**src/rtl/iso_in_pkg.sv**
```systemverilog
package iso_in_pkg;
    localparam int B_RDY   = 0;
    localparam int B_DONE  = 1;
    localparam int B_UNDER = 2;
    localparam int B_FLUSH = 3;
    localparam int B_IEN   = 4;
    localparam int CSR_W   = 8;
    localparam int BYTE_W  = 8;
endpackage

```
**src/rtl/iso_tx_buf.sv**
```systemverilog
module iso_tx_buf #(
    parameter int DEPTH = 64,
    parameter int DW    = 8
) (
    input  logic                       clk,
    input  logic                       rst_n,
    input  logic                       ld_i,
    input  logic [DW-1:0]              ld_data_i,
    input  logic                       clr_i,
    input  logic [$clog2(DEPTH)-1:0]   rd_idx_i,
    output logic [DW-1:0]              rd_data_o,
    output logic [$clog2(DEPTH+1)-1:0] fill_o
);
    localparam int IDX_W = $clog2(DEPTH);
    localparam int CNT_W = $clog2(DEPTH + 1);

    logic [DW-1:0]    mem [DEPTH];
    logic [CNT_W-1:0] fill_d, fill_q;
    logic             wr_ok;

    always_comb begin
        wr_ok  = ld_i && (fill_q < CNT_W'(DEPTH)) && !clr_i;
        fill_d = fill_q;
        if (clr_i)      fill_d = '0;
        else if (wr_ok) fill_d = fill_q + 1'b1;
    end

    always_ff @(posedge clk) begin
        if (!rst_n) fill_q <= '0;
        else        fill_q <= fill_d;
    end

    always_ff @(posedge clk) begin
        if (wr_ok) mem[IDX_W'(fill_q)] <= ld_data_i;
    end

    assign rd_data_o = mem[rd_idx_i];
    assign fill_o    = fill_q;

    p_fill_bound_r2: assert property (@(posedge clk) disable iff (!rst_n)
        fill_q <= CNT_W'(DEPTH));
    p_clear_empty_r8: assert property (@(posedge clk) disable iff (!rst_n)
        clr_i |=> fill_q == '0);
endmodule

```
**src/rtl/iso_tx_ctrl.sv**
```systemverilog
module iso_tx_ctrl
    import iso_in_pkg::*;
#(
    parameter int DEPTH = 64
) (
    input  logic                       clk,
    input  logic                       rst_n,
    input  logic                       tok_i,
    input  logic                       csr_we_i,
    input  logic [CSR_W-1:0]           csr_wdata_i,
    input  logic [$clog2(DEPTH+1)-1:0] fill_i,
    output logic [$clog2(DEPTH)-1:0]   rd_idx_o,
    output logic                       buf_clr_o,
    output logic                       load_ok_o,
    output logic                       tx_valid_o,
    output logic                       tx_last_o,
    output logic                       tx_zlp_o,
    output logic [CSR_W-1:0]           csr_rdata_o,
    output logic                       irq_o
);
    localparam int IDX_W = $clog2(DEPTH);
    localparam int CNT_W = $clog2(DEPTH + 1);

    typedef struct packed {
        logic             sending;
        logic [IDX_W-1:0] idx;
        logic             rdy;
        logic             done;
        logic             under;
        logic             ien;
        logic             zlp;
    } st_t;

    st_t  d, q;
    logic flush;
    logic at_last;

    always_comb begin
        d         = q;
        d.zlp     = 1'b0;
        buf_clr_o = 1'b0;
        flush     = csr_we_i && csr_wdata_i[B_FLUSH];
        at_last   = CNT_W'(q.idx) == (fill_i - 1'b1);

        if (csr_we_i) begin
            if (csr_wdata_i[B_RDY])    d.rdy   = 1'b1;
            if (!csr_wdata_i[B_DONE])  d.done  = 1'b0;
            if (!csr_wdata_i[B_UNDER]) d.under = 1'b0;
            d.ien = csr_wdata_i[B_IEN];
        end

        if (q.sending) begin
            if (flush) begin
                d.sending = 1'b0;
                d.idx     = '0;
                d.rdy     = 1'b0;
                buf_clr_o = 1'b1;
            end else if (at_last) begin
                d.sending = 1'b0;
                d.idx     = '0;
                d.rdy     = 1'b0;
                d.done    = 1'b1;
                buf_clr_o = 1'b1;
            end else begin
                d.idx = q.idx + 1'b1;
            end
        end else begin
            if (flush) begin
                d.rdy     = 1'b0;
                buf_clr_o = 1'b1;
            end
            if (tok_i) begin
                if (q.rdy && !flush && fill_i != '0) begin
                    d.sending = 1'b1;
                    d.idx     = '0;
                end else if (q.rdy && !flush) begin
                    d.zlp     = 1'b1;
                    d.rdy     = 1'b0;
                    d.done    = 1'b1;
                    buf_clr_o = 1'b1;
                end else begin
                    d.zlp   = 1'b1;
                    d.under = 1'b1;
                end
            end
        end
    end

    always_ff @(posedge clk) begin
        if (!rst_n) q <= '0;
        else        q <= d;
    end

    always_comb begin
        csr_rdata_o          = '0;
        csr_rdata_o[B_RDY]   = q.rdy;
        csr_rdata_o[B_DONE]  = q.done;
        csr_rdata_o[B_UNDER] = q.under;
        csr_rdata_o[B_IEN]   = q.ien;
    end

    assign rd_idx_o   = q.idx;
    assign load_ok_o  = !q.rdy && !q.sending;
    assign tx_valid_o = q.sending;
    assign tx_last_o  = q.sending && at_last;
    assign tx_zlp_o   = q.zlp;
    assign irq_o      = q.done && q.ien;

    p_empty_tok_r5: assert property (@(posedge clk) disable iff (!rst_n)
        (tok_i && !tx_valid_o && !csr_rdata_o[B_RDY]) |=> (tx_zlp_o && csr_rdata_o[B_UNDER]));
    p_zlp_excl_r5: assert property (@(posedge clk) disable iff (!rst_n)
        !(tx_valid_o && tx_zlp_o));
    p_stream_cont_r3: assert property (@(posedge clk) disable iff (!rst_n)
        (tx_valid_o && !tx_last_o && !flush) |=> tx_valid_o);
    p_complete_r4: assert property (@(posedge clk) disable iff (!rst_n)
        (tx_last_o && !flush) |=> (!csr_rdata_o[B_RDY] && csr_rdata_o[B_DONE] && !tx_valid_o));
    p_under_sticky_r6: assert property (@(posedge clk) disable iff (!rst_n)
        (csr_rdata_o[B_UNDER] && !(csr_we_i && !csr_wdata_i[B_UNDER])) |=> csr_rdata_o[B_UNDER]);
    p_rdy_hold_r7: assert property (@(posedge clk) disable iff (!rst_n)
        (csr_rdata_o[B_RDY] && !tx_valid_o && !tok_i && !flush) |=> csr_rdata_o[B_RDY]);
    p_flush_r8: assert property (@(posedge clk) disable iff (!rst_n)
        flush |=> (!csr_rdata_o[B_RDY] && !tx_valid_o && fill_i == '0));
endmodule

```
**src/rtl/iso_in_tx.sv**
```systemverilog
module iso_in_tx
    import iso_in_pkg::*;
#(
    parameter int DEPTH = 64
) (
    input  logic              clk,
    input  logic              rst_n,
    input  logic              ld_en_i,
    input  logic [BYTE_W-1:0] ld_data_i,
    input  logic              csr_we_i,
    input  logic [CSR_W-1:0]  csr_wdata_i,
    output logic [CSR_W-1:0]  csr_rdata_o,
    input  logic              tok_i,
    output logic              tx_valid_o,
    output logic [BYTE_W-1:0] tx_data_o,
    output logic              tx_last_o,
    output logic              tx_zlp_o,
    output logic              irq_o
);
    localparam int IDX_W = $clog2(DEPTH);
    localparam int CNT_W = $clog2(DEPTH + 1);

    logic [IDX_W-1:0] rd_idx;
    logic [CNT_W-1:0] fill;
    logic             buf_clr;
    logic             load_ok;

    iso_tx_buf #(.DEPTH(DEPTH), .DW(BYTE_W)) i_buf (
        .clk       (clk),
        .rst_n     (rst_n),
        .ld_i      (ld_en_i && load_ok),
        .ld_data_i (ld_data_i),
        .clr_i     (buf_clr),
        .rd_idx_i  (rd_idx),
        .rd_data_o (tx_data_o),
        .fill_o    (fill)
    );

    iso_tx_ctrl #(.DEPTH(DEPTH)) i_ctrl (
        .clk         (clk),
        .rst_n       (rst_n),
        .tok_i       (tok_i),
        .csr_we_i    (csr_we_i),
        .csr_wdata_i (csr_wdata_i),
        .fill_i      (fill),
        .rd_idx_o    (rd_idx),
        .buf_clr_o   (buf_clr),
        .load_ok_o   (load_ok),
        .tx_valid_o  (tx_valid_o),
        .tx_last_o   (tx_last_o),
        .tx_zlp_o    (tx_zlp_o),
        .csr_rdata_o (csr_rdata_o),
        .irq_o       (irq_o)
    );
endmodule

```
**config.mk**
```make
export PLATFORM = sky130hd
export DESIGN_NAME = iso_in_tx
export DESIGN_NICKNAME = d
export VERILOG_FILES = /design/src/rtl/iso_in_pkg.sv /design/src/rtl/iso_tx_buf.sv /design/src/rtl/iso_tx_ctrl.sv /design/src/rtl/iso_in_tx.sv
export SDC_FILE = /design/constraint.sdc
export NUM_CORES = 1
export LEC_CHECK = 0
export CAP_MARGIN = 10
export CORE_UTILIZATION = 25
export CTS_BUF_LIST = sky130_fd_sc_hd__clkbuf_16
export DETAILED_ROUTE_END_ITERATION = 16
export PLACE_DENSITY = 0.39
export SETUP_SLACK_MARGIN = 0.5
export SLEW_MARGIN = 0
export SYNTH_ARGS = -nofsm -noshare
export SYNTH_HDL_FRONTEND = slang
export SYNTH_SLANG_ARGS = --single-unit
```
**constraint.sdc**
```tcl
create_clock -name clk -period 4.7 [get_ports clk]
set_input_delay 0.94 -clock clk [delete_from_list [all_inputs] [get_ports clk]]
set_output_delay 0.94 -clock clk [all_outputs]
set_load 0.02 [all_outputs]
```
==> results_dict.tcl <==
set metrics [dict create \
    drt_wl_total_um 56200 \
    place_congestion 0.706 \
    cts_buffers 60 \
    nets 1214 \
    path_cells "buf_4 > buf_12 > buf_16 > mux4_2 > mux4_2 > inv_2 > a21oi_2 > a221o_1 > buf_4" \
    final_common_cell "edfxtp_1" \
    cap_violations 0 \
    multi_input_area_mm2 0.00505 \
    cp_max_fo 10 \
    grt_antenna_before_repair 0 \
    fin_setup_tns_ns 0 \
    synthArstFlopShare_pct 0 \
    die_area_mm2 0.0858 \
    leakagePower_uw 0.00784 \
    setup_violations 0 \
    synth_flop_cell "edfxtp_1" \
    rsz0062_at_grt "true" \
    total_power_uw 9820 \
    synth_sequential_area_ratio_pct 75.0 \
    synth_edf_count 512 \
    yosysUniqueCellTypes 51 \
    placed_area_mm2 0.0234 \
    grt_pass1_vias 10900 \
    yosys_register_bits 537 \
    drt_iter0_markers 704 \
    period_minus_slack_ns 4.13 \
    first_pass_iters 5 \
    seqCellArea_mm2 0.0159 \
    grt_usage_pct 13.2 \
    final_cell_mix "edfxtp_1 (512), mux4_2 (138), buf_4 (93)" \
    portBuffers 33 \
    start_kind "flip-flop" \
    dp_hpwl_um 34000 \
    syn_area_mm2 0.0212 \
    rows 106 \
    start_util_pct 25.3 \
    clock-skew-final_ns 0.0214 \
    nFillCells 8236 \
    worstSetupPathType "reg2out" \
    cts_tree "done" \
    final-instance-count-excl-fill 2374 \
    drive_gt1_share_pct 30.7 \
    slew_viol_final 0 \
    path_buf_inv 5 \
    syn2layout_area_growth_pct 20.9 \
    place_inst 2242 \
    wl_per_cell_um 23.7 \
    worst_path_max_delay_cell "mux4_2" \
    worstMarginPinSlew_ns 1.08 \
    power.density_mw_per_mm2 384 \
    worstReg2RegStart "i_ctrl.tx_valid_o$_SDFF_PN0_" \
    grt_pass1_wl_um 80900 \
    max_stage_delay_ns 0.56 \
    numClockSinks 537 \
    die_x_um 293 \
    hold_class "reg2reg" \
    ant_nets 0 \
    postSynthAreaPerCell_um2 20.4 \
    core_area_mm2 0.0837 \
    die_y_um 293 \
    fin_crit_sh_pct 87.8 \
    final_cell_area_mm2 0.0256 \
    io_pins 41 \
    clk-insertion-delay-late_ns 0.63 \
    max_slew_margin_pct 27.6 \
    drc 0 \
    critPathRequiredTime_ns 3.76 \
    cp_top_family "multiplexers" \
    grt_max_degree 65 \
    grt-ovfl-total 0 \
    cts_htree_levels 2 \
    status "finished clean" \
    routed_via_density 4.40 \
    ir_drop_uv 277 \
    hold_viol 0 \
    crit_arrival_ns 3.19 \
    max_freq_mhz 242 \
    synth_warnings 0 \
    synth_cells 1037 \
    r2r_slack_ns 1.85 \
    via_count 10400 \
    cts_buffer_depth 3 \
    min_from "i_ctrl.csr_rdata_o[2]$_SDFF_PN0_" \
    end_kind "output pin" \
    cts.reportedPaths.clkPinSlew_ns 0.06 \
    cts_root_buf "clkbuf_16" \
]
==> flip-flops by register name (all words and copies together) (netlist names), named ones only <==
| name | flops |
|---|---|
| i_buf.mem | 512 |
| i_ctrl.csr_rdata_o | 4 |
| i_ctrl.tx_valid_o | 1 |
| i_ctrl.tx_zlp_o | 1 |
| i_buf.fill_o | 7 |
| i_ctrl.rd_idx_o | 6 |
==> repair_timing <==
item | 4_1_cts | 5_1_grt
pin swaps | 4 | 3
hold buffers | 0 | 0
cloned | 3 | 0
setup endpoints to repair | 9 | 9
resized for setup | 53 | 14
buffers inserted | 12 | 4
==> cell usage after synthesis (6+ instances only) <==
library cell,count,area (um^2)
a21oi_1,23,115
nand2_1,24,90.1
buf_2,15,75.1
a211oi_1,13,97.6
edfxtp_1,512,15400
xnor2_1,8,70.1
mux4_2,138,3110
mux2i_1,36,360
a221o_1,13,130
inv_1,9,33.8
dfxtp_1,25,500
nor2b_1,16,100
nor2_1,77,289
clkbuf_1,31,116
nand3_1,8,40.0
buf_4,6,45.0
nor4_1,7,43.8
==> where the power goes <==
group | leakage, uW | switching, uW | internal [uW]
sequential | 0.00481 | 7.05 | 5250
clock | 0.000942 | 1910 | 2410
combinational | 0.00208 | 169 | 71.0
total | 0.00784 | 2090 | 7730
==> layer usage <==
layer  vias to the layer above  part of all wire [%]  GRT usage (%)
met4                         0                   2.4           3.79
met1                      5551                    47           18.7
met3                        84                   4.4           2.69
li1                       4582                     -              -
met2                       220                    46           20.5
met5                         -                     0              0
==> cell type report <==
cell class                 instances  area share (%)
sequential                       537            62.1
multi-input combinational        434            19.7
clock buffer                      60            5.87
tap                             1134            5.55
timing repair buffer             147            5.40
clock inverter                    52            1.17
inverter                           9           0.132
antenna                            1         0.00978
==> worst paths after layout <==
path              depth (start not counted)                          endpoint
setup / recovery                          9                      tx_data_o[5]
hold / removal                            2  i_ctrl.csr_rdata_o[2]$_SDFF_PN0_
setup reg to reg                          7        i_buf.mem[34][0]$_DFFE_PP_
hold reg to reg                           2  i_ctrl.csr_rdata_o[2]$_SDFF_PN0_
==> per-stage QoR <==
step | hold slack, ns | utilization (%) | setup WS, ns
final | 0.521 | 30.6 | 0.571
after global routing | 0.560 | 30.6 | 0.467
after CTS | 0.530 | 30.5 | 0.388
after detailed placement | 0.518 | 28.0 | 0.409
after global placement | 0.509 | 28.0 | 0.420
after floorplan | 0.501 | - | 1.31
==> worst register-to-register path: stages, from the launching register on <==
cell and delay [ns]:
dfxtp_1 0.39, nor4b_1 0.31, buf_4 0.20, nand2_1 0.11
nor2_1 0.18, nand2_1 0.52, nor2_1 0.60, buf_4 0.25
==> cells by family after synthesis <==
kind of cell             share of synthesized area, %
flip-flops                                       75.0
multiplexers                                     16.5
AND/OR/NAND/NOR                                  3.72
AO/OA/AOI/OAI                                    2.48
buffers and inverters                            1.52
XOR/XNOR                                        0.538
adder cells (fa/ha/maj)                         0.236
other                                          0.0177
(Power assumes the default switching activity.)
